==> config.mk <==
export PLATFORM = sky130hd
export DESIGN_NAME = adc_seq_timer
export DESIGN_NICKNAME = d
export VERILOG_FILES = /design/src/rtl/adc_seq_pkg.sv /design/src/rtl/adc_seq_ctrl.sv /design/src/rtl/adc_seq_dp.sv /design/src/rtl/adc_seq_timer.sv
export SDC_FILE = /design/constraint.sdc
export NUM_CORES = 1
export LEC_CHECK = 0
export ABC_AREA = 1
export BUFFER_PORTS_ARGS = -buffer_cell sky130_fd_sc_hd__buf_2
export CORE_MARGIN = 2
export CORE_UTILIZATION = 53
export CTS_CLUSTER_SIZE = 24
export DETAILED_ROUTE_END_ITERATION = 7
export GPL_TIMING_DRIVEN = 0
export PLACE_DENSITY = 0.85
export SYNTH_ARGS = -nofsm -noshare
export SYNTH_HDL_FRONTEND = slang
export SYNTH_SLANG_ARGS = --single-unit
==> constraint.sdc <==
create_clock -name clk -period 2.6 [get_ports clk]
set_input_delay 0.26 -clock clk [delete_from_list [all_inputs] [get_ports clk]]
set_output_delay 0.26 -clock clk [all_outputs]
set_load 0.02 [all_outputs]
==> src/rtl/adc_seq_pkg.sv <==
package adc_seq_pkg;
  // Strobes from the sequencer to the result storage
  typedef struct packed {
    logic clear;   // new series accepted: drop valid bits
    logic writeA;  // capture channel A into wrSlot
    logic writeB;  // capture channel B into wrSlot
  } dpStrobe_t;
endpackage

==> src/rtl/adc_seq_ctrl.sv <==
module adc_seq_ctrl
  import adc_seq_pkg::*;
#(
  parameter int NUM_SLOTS   = 4,
  parameter int ACQ_W       = 4,
  parameter int CONV_CYCLES = 13,
  parameter int OVL_START   = 7,
  localparam int SLOT_W = $clog2(NUM_SLOTS),
  localparam int CNT_W  = $clog2(CONV_CYCLES + 1)
) (
  input  logic              clk,
  input  logic              rstN,
  input  logic              trigger,
  input  logic [SLOT_W-1:0] lastSlot,
  input  logic [ACQ_W-1:0]  acqWin,
  input  logic              nonOverlap,
  input  logic              simulMode,
  input  logic              discardFirst,
  output logic              sampleHold,
  output dpStrobe_t         strobe,
  output logic [SLOT_W-1:0] wrSlot,
  output logic              seqDone,
  output logic              collision,
  output logic              overflow
);
  logic              busy;
  logic [SLOT_W-1:0] cfgLast;
  logic [ACQ_W-1:0]  cfgAcq;
  logic              cfgNonOvl, cfgSimul, cfgDiscard;
  logic              sampling;
  logic [ACQ_W-1:0]  sampLeft;
  logic [SLOT_W-1:0] sampSlot;
  logic [SLOT_W:0]   issueNext;
  logic              convActive;
  logic [CNT_W-1:0]  convCnt;
  logic [SLOT_W-1:0] convSlot;
  logic              presentValid;
  logic [SLOT_W-1:0] presentSlot;

  logic             accept, sampEnd, moreSlots, ovlStart, nolStart, nextStart, lastLatch;
  logic [CNT_W-1:0] startCnt;

  // conversion cycle before the one on which the next window opens
  always_comb begin
    if (int'(cfgAcq) >= CONV_CYCLES - OVL_START) startCnt = CNT_W'(OVL_START - 1);
    else startCnt = CNT_W'(CONV_CYCLES - 1 - int'(cfgAcq));
  end

  assign accept    = trigger && !busy;
  assign sampEnd   = sampling && (sampLeft == '0);
  assign moreSlots = issueNext <= {1'b0, cfgLast};
  assign ovlStart  = !cfgNonOvl && convActive && (convCnt == startCnt);
  assign nolStart  = cfgNonOvl && presentValid;
  assign nextStart = busy && !sampling && moreSlots && (ovlStart || nolStart);
  assign lastLatch = presentValid && (presentSlot == cfgLast);

  assign sampleHold    = sampling;
  assign wrSlot        = presentSlot;
  assign strobe.clear  = accept;
  assign strobe.writeA = presentValid && !(cfgDiscard && presentSlot == '0);
  assign strobe.writeB = strobe.writeA && cfgSimul;

  always_ff @(posedge clk or negedge rstN) begin
    if (!rstN) begin
      busy <= 1'b0; cfgLast <= '0; cfgAcq <= '0;
      cfgNonOvl <= 1'b0; cfgSimul <= 1'b0; cfgDiscard <= 1'b0;
      sampling <= 1'b0; sampLeft <= '0; sampSlot <= '0; issueNext <= '0;
      convActive <= 1'b0; convCnt <= '0; convSlot <= '0;
      presentValid <= 1'b0; presentSlot <= '0;
      seqDone <= 1'b0; collision <= 1'b0; overflow <= 1'b0;
    end else begin
      if (accept) begin
        busy       <= 1'b1;
        cfgLast    <= lastSlot;
        cfgAcq     <= acqWin;
        cfgNonOvl  <= nonOverlap;
        cfgSimul   <= simulMode;
        cfgDiscard <= discardFirst;
        sampling   <= 1'b1;
        sampLeft   <= acqWin;
        sampSlot   <= '0;
        issueNext  <= (SLOT_W+1)'(1);
        collision  <= 1'b0;
        overflow   <= 1'b0;
      end else begin
        if (trigger) overflow <= 1'b1;
        if (nextStart) begin
          sampling  <= 1'b1;
          sampLeft  <= cfgAcq;
          sampSlot  <= issueNext[SLOT_W-1:0];
          issueNext <= issueNext + (SLOT_W+1)'(1);
        end else if (sampEnd) begin
          sampling <= 1'b0;
        end else if (sampling) begin
          sampLeft <= sampLeft - ACQ_W'(1);
        end
        if (sampEnd && presentValid) collision <= 1'b1;
        if (lastLatch) busy <= 1'b0;
      end
      // converter phase tracking
      if (sampEnd) begin
        convActive <= 1'b1;
        convCnt    <= CNT_W'(1);
        convSlot   <= sampSlot;
      end else if (convActive) begin
        if (convCnt == CNT_W'(CONV_CYCLES)) convActive <= 1'b0;
        else convCnt <= convCnt + CNT_W'(1);
      end
      presentValid <= convActive && (convCnt == CNT_W'(CONV_CYCLES));
      presentSlot  <= convSlot;
      seqDone      <= lastLatch;
    end
  end

  // no window outside a series
  p_no_hold_idle_r2: assert property (@(posedge clk) disable iff (!rstN)
    !busy |-> !sampling);
  // in non-overlap mode a window never runs beside a conversion
  p_nonovl_excl_r5: assert property (@(posedge clk) disable iff (!rstN)
    (busy && cfgNonOvl && convActive) |-> !sampling);
  // window end on a present cycle is flagged
  p_collision_flag_r6: assert property (@(posedge clk) disable iff (!rstN)
    (sampEnd && presentValid) |=> collision);
  // a trigger during a series is reported
  p_overflow_set_r9: assert property (@(posedge clk) disable iff (!rstN)
    (busy && trigger) |=> overflow);
  // done is a single-cycle pulse
  p_done_pulse_r10: assert property (@(posedge clk) disable iff (!rstN)
    seqDone |=> !seqDone);
endmodule

==> src/rtl/adc_seq_dp.sv <==
module adc_seq_dp
  import adc_seq_pkg::*;
#(
  parameter int NUM_SLOTS = 4,
  parameter int DATA_W    = 12,
  localparam int SLOT_W = $clog2(NUM_SLOTS)
) (
  input  logic                              clk,
  input  logic                              rstN,
  input  dpStrobe_t                         strobe,
  input  logic [SLOT_W-1:0]                 wrSlot,
  input  logic [DATA_W-1:0]                 dataA,
  input  logic [DATA_W-1:0]                 dataB,
  output logic [NUM_SLOTS-1:0][DATA_W-1:0]  resultA,
  output logic [NUM_SLOTS-1:0][DATA_W-1:0]  resultB,
  output logic [NUM_SLOTS-1:0]              validA,
  output logic [NUM_SLOTS-1:0]              validB
);
  for (genvar s = 0; s < NUM_SLOTS; s++) begin : g_slot
    logic [DATA_W-1:0] regA, regB;
    logic              vA, vB;
    logic              hit;
    assign hit = (wrSlot == SLOT_W'(s));

    always_ff @(posedge clk or negedge rstN) begin
      if (!rstN) begin
        regA <= '0; regB <= '0; vA <= 1'b0; vB <= 1'b0;
      end else if (strobe.clear) begin
        vA <= 1'b0; vB <= 1'b0;
      end else if (hit) begin
        if (strobe.writeA) begin regA <= dataA; vA <= 1'b1; end
        if (strobe.writeB) begin regB <= dataB; vB <= 1'b1; end
      end
    end

    assign resultA[s] = regA;
    assign resultB[s] = regB;
    assign validA[s]  = vA;
    assign validB[s]  = vB;
  end

  // an accepted trigger leaves no valid bit set
  p_clear_valid_r10: assert property (@(posedge clk) disable iff (!rstN)
    strobe.clear |=> (validA == '0 && validB == '0));
  // results hold when nothing is written
  p_hold_results_r10: assert property (@(posedge clk) disable iff (!rstN)
    (!strobe.writeA && !strobe.writeB) |=> ($stable(resultA) && $stable(resultB)));
endmodule

==> src/rtl/adc_seq_timer.sv <==
module adc_seq_timer
  import adc_seq_pkg::*;
#(
  parameter int NUM_SLOTS   = 4,
  parameter int DATA_W      = 12,
  parameter int ACQ_W       = 4,
  parameter int CONV_CYCLES = 13,
  parameter int OVL_START   = 7,
  localparam int SLOT_W = $clog2(NUM_SLOTS)
) (
  input  logic                             clk,
  input  logic                             rstN,
  input  logic                             trigger,
  input  logic [SLOT_W-1:0]                lastSlot,
  input  logic [ACQ_W-1:0]                 acqWin,
  input  logic                             nonOverlap,
  input  logic                             simulMode,
  input  logic                             discardFirst,
  input  logic [DATA_W-1:0]                convDataA,
  input  logic [DATA_W-1:0]                convDataB,
  output logic                             sampleHold,
  output logic [NUM_SLOTS-1:0][DATA_W-1:0] resultA,
  output logic [NUM_SLOTS-1:0][DATA_W-1:0] resultB,
  output logic [NUM_SLOTS-1:0]             resultValidA,
  output logic [NUM_SLOTS-1:0]             resultValidB,
  output logic                             seqDone,
  output logic                             collision,
  output logic                             overflow
);
  dpStrobe_t         strobe;
  logic [SLOT_W-1:0] wrSlot;

  adc_seq_ctrl #(
    .NUM_SLOTS(NUM_SLOTS), .ACQ_W(ACQ_W),
    .CONV_CYCLES(CONV_CYCLES), .OVL_START(OVL_START)
  ) u_ctrl (
    .clk(clk), .rstN(rstN), .trigger(trigger), .lastSlot(lastSlot),
    .acqWin(acqWin), .nonOverlap(nonOverlap), .simulMode(simulMode),
    .discardFirst(discardFirst), .sampleHold(sampleHold), .strobe(strobe),
    .wrSlot(wrSlot), .seqDone(seqDone), .collision(collision), .overflow(overflow)
  );

  adc_seq_dp #(.NUM_SLOTS(NUM_SLOTS), .DATA_W(DATA_W)) u_dp (
    .clk(clk), .rstN(rstN), .strobe(strobe), .wrSlot(wrSlot),
    .dataA(convDataA), .dataB(convDataB),
    .resultA(resultA), .resultB(resultB),
    .validA(resultValidA), .validB(resultValidB)
  );
endmodule

==> metrics.csv, run 1 <==
stage,metric,value,unit
layout,fin_nets,733,
critical_path,cp-start-kind,register,
floorplanning,start_util,54.8,%
clock_network,path_clk_slew,0.06,ns
sta,whs,0.0204,ns
global_routing,antenna_found_initial,0,
sta,tightest_slew,0.648,ns
floorplanning,pin_count,144,
pwr,p_comb_share,26.9,%
pwr,p_sw_share,34.9,%
synth,synth.avg_cell_area,11.0,µm²
global_routing,first_global_vias,4446,
pwr,leakagePower,3.98,nW
clock_network,postCtsSetupRepairBufs,0,
layout,fill_cells,718,
routing,drt_iter0_drc,272,
global_routing,grt_pass1_wl,22200,µm
hold_path,whs_path_depth,2,
critical_path,required,2.99,ns
floorplanning,dieArea,11500,µm²
routing,drc_errors,0,
sta,setup_ws,0.541,ns
critical_path,worstSetupPathType,register to register,
routing,wl,13600,µm
floorplanning,die-width,107,µm
clock_network,root_buffer,clkbuf_8,
layout,diodes,0,
pwr,p_seq_share,40.7,%
synth,syn_nets,559,
critical_path,endpoint_kind,register,
pwr,max-vdd-ir-drop,530,µV
synth,ys.flop_type,dfrtp_1,
clock_network,clk_path_buf_depth,2,
sta,slew_violations,0,
clock_network,ctsResizeCount,0,
synth,async_reset_ff_share,100,%
placement,port_buffers,143,
routing,dr.pass1.iters,4,
status,status,"complete, no violations",
clock_network,clock_latency,0.51,ns
clock_network,cts_buffers,17,
routing,wl_per_cell,16.2,µm
synth,synth_edf_count,0,
routing,ant_nets,0,
global_routing,grt-ovfl-total,0,
routing,via_count,4361,
sta,fin_skew,0.0109,ns
pwr,intPower,4.71,mW
routing,via_per_inst,5.21,
placement,pre_cts_ws,0.568,ns
layout,area_growth_syn_to_layout,28.5,%
layout,final_layout_size_suffix_gt1_share,32.8,%
pwr,p_switching,2.52,mW
critical_path,rr_startpoint,u_ctrl.cfgAcq[0],
clock_network,clock_sinks,137,
clock_network,htree_num_levels,4,
synth,ys_ff_latch,137,
synth,netlist_area,5650,µm²
synth,yosys_warnings,0,
hold_path,min_to,u_dp.g_slot[1].regB[3],
critical_path,critPathArrivalTime,2.45,ns
synth,synth_cell_type_count,38,
hold_path,hp-start,convDataB[3],
clock_network,cts_tree,done,
synth,synth_seq_area_share,60.6,%
clock_network,cts_hold_buf,10,
placement,gp_congestion,0.822,
floorplanning,die_h,107,µm
sta,rsz0062_at_grt,no,
floorplanning,core,10300,µm²
critical_path,cp_max_fo,10,
sta,fmaxAchievable,486,MHz
global_routing,grt_max_degree,72,
flow_run,max-cap-violations,0,
global_routing,grt_use_total,24.9,%
critical_path,r2r_slack,0.54,ns
critical_path,rr_worst_depth,12,
sta,period_needed,2.06,ns
sta,setup_viol,0,
critical_path,r2r-end,u_ctrl.sampSlot[0],
sta,hold_viol_final,0,
hold_path,hold_class,primary input to register,
placement,hpwl,9670,µm
synth,synthCells,514,
pwr,clkPwrFrac,32.4,%
pwr,p_per_area,995,nW/µm²
sta,fin_crit_sh,79.2,%
floorplanning,rows,37,
sta,slew_headroom,56.8,%
## registers in the layout, summed over array words and instances (netlist names), 3 cells and up
register / cells
u_ctrl.issueNext: 3
u_ctrl.sampLeft: 4
u_dp.g_slot.regB: 48
u_dp.g_slot.vB: 4
u_ctrl.cfgAcq: 4
u_ctrl.convCnt: 4
u_dp.g_slot.vA: 4
u_dp.g_slot.regA: 48
## layout by cell type, fill, tap and decap left out, types with 5 or more instances in the layout
cell | netlist | final
buf_2 | 2 | 144
dfrtp_1 | 137 | 137
nand2_1 | 112 | 112
o21ai_0 | 49 | 49
inv_1 | 41 | 41
mux2_1 | 32 | 32
nor2_1 | 17 | 17
mux2_2 | 16 | 16
clkbuf_16 | 0 | 16
o21a_1 | 14 | 14
nand3_1 | 12 | 12
buf_4 | 11 | 11
dlygate4sd3_1 | 0 | 11
a21oi_1 | 10 | 10
ha_1 | 9 | 9
clkbuf_1 | 8 | 8
inv_2 | 6 | 6
o21ai_1 | 6 | 6
inv_6 | 0 | 5
## per-layer routing
metal  GRT usage (%)  up-vias  wire length [µm]
met5               0        -                 0
met3            6.17       27               910
met1            32.0     2131              5730
met2            41.1      158              6670
li1                -     2045                 -
met4            9.46        0               280
## worst max path at each step
stage,from,end,slack (ns),cells after the start
final,u_ctrl.cfgAcq[0],u_ctrl.sampSlot[0],0.54,12
after global routing,u_ctrl.cfgAcq[0],u_ctrl.sampLeft[2],0.37,14
after CTS,u_ctrl.cfgAcq[0],u_ctrl.sampSlot[0],0.54,12
after detailed placement,u_ctrl.cfgAcq[0],u_ctrl.sampLeft[2],0.57,13
after global placement,rstN,u_dp.g_slot[1].regA[6],-0.40,1
after floorplan,u_ctrl.issueNext[1],u_ctrl.sampLeft[2],0.77,9
## area by class of cell
class | instances | area (µm²) | area share [%]
sequential | 137 | 3430 | 47.2
multi-input combinational | 307 | 1910 | 26.3
clock buffer | 17 | 414 | 5.70
buffer | 23 | 138 | 1.89
tap | 136 | 170 | 2.34
clock inverter | 15 | 169 | 2.32
inverter | 47 | 176 | 2.43
timing repair buffer | 155 | 860 | 11.8
## power groups by stage
stage	Sequential, mW	Clock (mW)	Combinational (mW)
3_3_place_gp	2.93	0	1.84
2_1_floorplan	3.20	0	1.03
6_report	2.94	2.34	1.94
4_1_cts	2.94	2.38	1.96
3_5_place_dp	2.96	0	1.93
5_1_grt	3.00	2.48	2.17
## worst max-delay path, cell delays in order (launching register included)
cell and delay (ns):
dfrtp_1 0.42, inv_1 0.09, ha_1 0.28, nand3b_1 0.18
nand2_1 0.08, nand2_1 0.05, nor2_1 0.12, nand3_2 0.11
nand2_4 0.11, nand2_8 0.08, nand2_4 0.14, o21ai_1 0.11
o21a_1 0.15
## logic make-up (layout without fill, tap and decap cells)
| kind of cell | after synthesis | after routing | share of synthesized area, % |
|---|---|---|---|
| xor gates and xnor gates | 2 | 2 | 0.310 |
| muxes | 48 | 48 | 9.56 |
| AOI/OAI and AO/OA | 85 | 85 | 8.61 |
| DFF | 137 | 137 | 60.6 |
| adders and majority gates | 9 | 9 | 1.99 |
| buffers and inverters | 70 | 257 | 5.56 |
| and+or+nand+nor | 163 | 163 | 13.3 |
## stage by stage
stage | power, mW | setup TNS (ns) | utilization, % | cells | area (µm²)
2_1_floorplan | 4.23 | 0 | - | 514 | 5650
3_3_place_gp | 4.77 | -54.13 | 63.3 | 793 | 6540
3_5_place_dp | 4.89 | 0 | 63.7 | 794 | 6570
4_1_cts | 7.28 | 0 | 70.3 | 836 | 7260
5_1_grt | 7.65 | 0 | 70.4 | 837 | 7270
6_report | 7.23 | 0 | 70.4 | 837 | 7270
## Yosys cell counts, types with 2 or more instances
| cell type | number | area share (%) |
|---|---|---|
| a21oi_1 | 10 | 0.89 |
| a21oi_2 | 2 | 0.31 |
| buf_2 | 2 | 0.18 |
| buf_4 | 11 | 1.5 |
| clkbuf_1 | 8 | 0.53 |
| dfrtp_1 | 137 | 61 |
| ha_1 | 9 | 2.0 |
| inv_1 | 41 | 2.7 |
| inv_2 | 6 | 0.40 |
| mux2_1 | 32 | 6.4 |
| mux2_2 | 16 | 3.2 |
| nand2_1 | 112 | 7.4 |
| nand2_4 | 2 | 0.40 |
| nand3_1 | 12 | 1.1 |
| nand3_2 | 4 | 0.71 |
| nand4_1 | 4 | 0.44 |
| nor2_1 | 17 | 1.1 |
| nor2_2 | 2 | 0.22 |
| nor2_4 | 2 | 0.40 |
| o21a_1 | 14 | 1.9 |
| o21ai_0 | 49 | 4.3 |
| o21ai_1 | 6 | 0.53 |
(Power assumes the default switching activity.)
==> run 2: changes to the inputs <==
==> constraint.sdc (replaced) <==
create_clock -name clk -period 1.9 [get_ports clk]
set_input_delay 0.19 -clock clk [delete_from_list [all_inputs] [get_ports clk]]
set_output_delay 0.19 -clock clk [all_outputs]
set_load 0.02 [all_outputs]
==> run 2 against run 1 <==
Effect of this change:
- the flow now finishes with violations (negative setup slack)
- hold slack worse by 0.020 ns
- cell area up 6.8%
- register-to-register slack worse by 0.57 ns
- first-iteration DRC count up 39%
- sequential share of layout area down 3.0 points
- fmax up 6.9%
- critical path depth unchanged
- clock power up 38%
- utilization up 4.8 points
- non-clock buffer count up 36
- total power up 45%
- sequential power up 38%
- largest cell class unchanged
- highest routed layer unchanged
==> metrics.csv, run 2 (synthesized netlist as in run 1, its figures left out) <==
stage,metric,value,unit,change
status,status,"finished, violations left",,
status,violations,negative setup slack,,
critical_path,critPathMaxStageDelay,0.46,ns,+0.04 ns
global_routing,grt_max_degree,72,,unchanged
pwr,p_per_area,1350,nW/µm²,+35%
clock_network,clk_path_buf_depth,2,,unchanged
sta,slew_violations,0,,unchanged
critical_path,critPathArrivalTime,2.39,ns,-0.06 ns
sta,slew_headroom,56.6,%,-0.21 points
pwr,leakagePower,4.20,nW,+5.5%
layout,layout_commonest_cell,buf_2,,
layout,diodes,0,,unchanged
pwr,clkPwrFrac,30.8,%,-1.6 points
placement,dp.cells,794,,unchanged
critical_path,required,2.36,ns,-0.63 ns
global_routing,grt_use_total,26.5,%,+1.5 points
routing,wl_per_cell,17.1,µm,+5.6%
layout,final_layout_size_suffix_gt1_share,37.4,%,+4.6 points
critical_path,worstSetupPathType,register to register,,
critical_path,path_cells,inv_2 > ha_4 > nand3b_1 > nand2_1 > nand2_1 > nor2_2 > nand3_2 > nand2_4 > nand2_8 > o21ai_1 > o21ai_2 > inv_1,,
floorplanning,pin_count,144,,unchanged
global_routing,first_global_vias,4735,,+6.5%
clock_network,cts_tree,done,,
critical_path,endpoint_kind,register,,
critical_path,cp_max_fo,5,,-5
critical_path,cp-start-kind,register,,
floorplanning,die-width,107,µm,unchanged
layout,mostFrequentLayoutCells,"144 x buf_2, 136 x dfrtp_1, 107 x nand2_1, 48 x o21ai_0, 39 x inv_1",,
placement,port_buffers,143,,unchanged
floorplanning,start_util,54.8,%,unchanged
routing,via_count,4740,,+8.7%
hold_path,hold_class,primary input to register,,
sta,fin_crit_sh,101,%,+22 points
global_routing,grt-ovfl-total,0,,unchanged
routing,ant_nets,0,,unchanged
sta,fin_skew,0.0132,ns,+0.00224 ns
clock_network,root_buffer,clkbuf_8,,
critical_path,cp_common_cell,nand2_1,,
layout,fill_cells,634,,-12%
floorplanning,dieArea,11500,µm²,unchanged
clock_network,clock_sinks,137,,unchanged
sta,period_needed,1.93,ns,-0.132 ns
global_routing,grt_pass1_wl,23500,µm,+6.0%
pwr,intPower,6.68,mW,+42%
layout,fin_nets,770,,+5.0%
layout,top_regs,"u_dp.g_slot.regA (48), u_dp.g_slot.regB (48)",,
pwr,total_power,10.5,mW,+45%
clock_network,htree_num_levels,4,,unchanged
flow_run,max-cap-violations,0,,unchanged
clock_network,clock_latency,0.52,ns,about the same
routing,drt_iter0_drc,379,,+39%
placement,gp_congestion,0.822,,unchanged
sta,rsz0062_at_grt,yes,,
routing,drc_errors,0,,unchanged
layout,stdcell_count,874,,+4.4%
sta,setup_viol,4,,+4
routing,dr.pass1.iters,5,,+1
floorplanning,core,10300,µm²,unchanged
pwr,max-vdd-ir-drop,742,µV,+40%
critical_path,slowest_stage,dfrtp_2,,
pwr,p_comb_share,30.4,%,+3.5 points
clock_network,path_clk_slew,0.06,ns,about the same
pwr,p_seq_share,38.8,%,-1.9 points
sta,fmaxAchievable,519,MHz,+6.9%
layout,area_growth_syn_to_layout,37.3,%,
sta,tightest_slew,0.651,ns,+0.00316 ns
pwr,p_switching,3.77,mW,+49%
clock_network,cts_buffers,17,,unchanged
global_routing,antenna_found_initial,0,,unchanged
routing,via_per_inst,5.42,,+4.1%
placement,hpwl,9670,µm,unchanged
sta,whs,0.00000305,ns,-0.0203 ns
floorplanning,rows,37,,unchanged
sta,setup_ws,-0.0269,ns,-0.568 ns
floorplanning,die_h,107,µm,unchanged
pwr,p_sw_share,36.1,%,+1.2 points
sta,hold_viol_final,0,,unchanged
routing,wl,15000,µm,+10%
## run 2: area by class of cell
type                       instances  area (µm²)  area share, %
tap                              136         170           2.19
multi-input combinational        308        2060           26.6
timing repair buffer             191        1190           15.3
clock inverter                    15         169           2.18
inverter                          47         176           2.27
sequential                       137        3430           44.2
buffer                            23         154           1.98
clock buffer                      17         414           5.34
## run 2: path summary, 6_finish.rpt
kind	slack, ns	cells after the start	from	to
max	-0.03	12	u_ctrl.cfgAcq[1]	u_ctrl.sampLeft[2]
min	0.000003	3	convDataA[11]	u_dp.g_slot[0].regA[11]
max reg2reg	-0.03	12	u_ctrl.cfgAcq[1]	u_ctrl.sampLeft[2]
min reg2reg	0.39	0	u_ctrl.convSlot[0]	u_ctrl.wrSlot[0]
max in group asynchronous	0.90	3	rstN	u_ctrl.wrSlot[0]
min in group asynchronous	0.23	2	rstN	u_dp.g_slot[3].regB[10]
## run 2: per-layer routing
layer	vias to the layer above	track usage (%)	share of wire, %
met5	-	0	0
met4	0	11.3	2.5
met3	37	6.30	7.2
met2	220	43.9	50
met1	2369	33.4	40
li1	2114	-	-
## run 2: power groups by stage
stage	Sequential [mW]	Combinational [mW]	Clock, mW
floorplan	4.37	1.41	0
global placement	4.01	2.52	0
detailed placement	4.05	2.64	0
CTS	4.02	2.90	3.26
global route	4.12	3.46	3.40
finish	4.05	3.18	3.22
## run 2: what timing repair did
item	4_1_cts	5_1_grt
gates cloned	1	0
pin swaps	8	11
hold buffers	27	0
endpoints found under the hold margin	134	0
resized for setup	15	27
setup buffers	7	13
setup endpoints to repair	11	73
## run 2: stage by stage
stage / TNS [ns] / setup WS (ns) / cell area, µm² / utilization [%]
after floorplan: 0 / 0.0699 / 5650 / -
after global placement: -140.52 / -1.03 / 6540 / 63.3
after detailed placement: -0.387 / -0.132 / 6570 / 63.7
after CTS: -0.0155 / -0.0127 / 7560 / 73.2
after global routing: -1.47 / -0.180 / 7760 / 75.2
final: -0.0805 / -0.0269 / 7760 / 75.2
## run 2: critical path: cells and delay by family, from the launching register on
| kind | cells | cell delay (ns) |
|---|---|---|
| adders and majority gates | 1 | 0.18 |
| and+or+nand+nor | 7 | 0.74 |
| AOI/OAI and AO/OA | 2 | 0.34 |
| buffers and inverters | 2 | 0.15 |
| DFF | 1 | 0.46 |
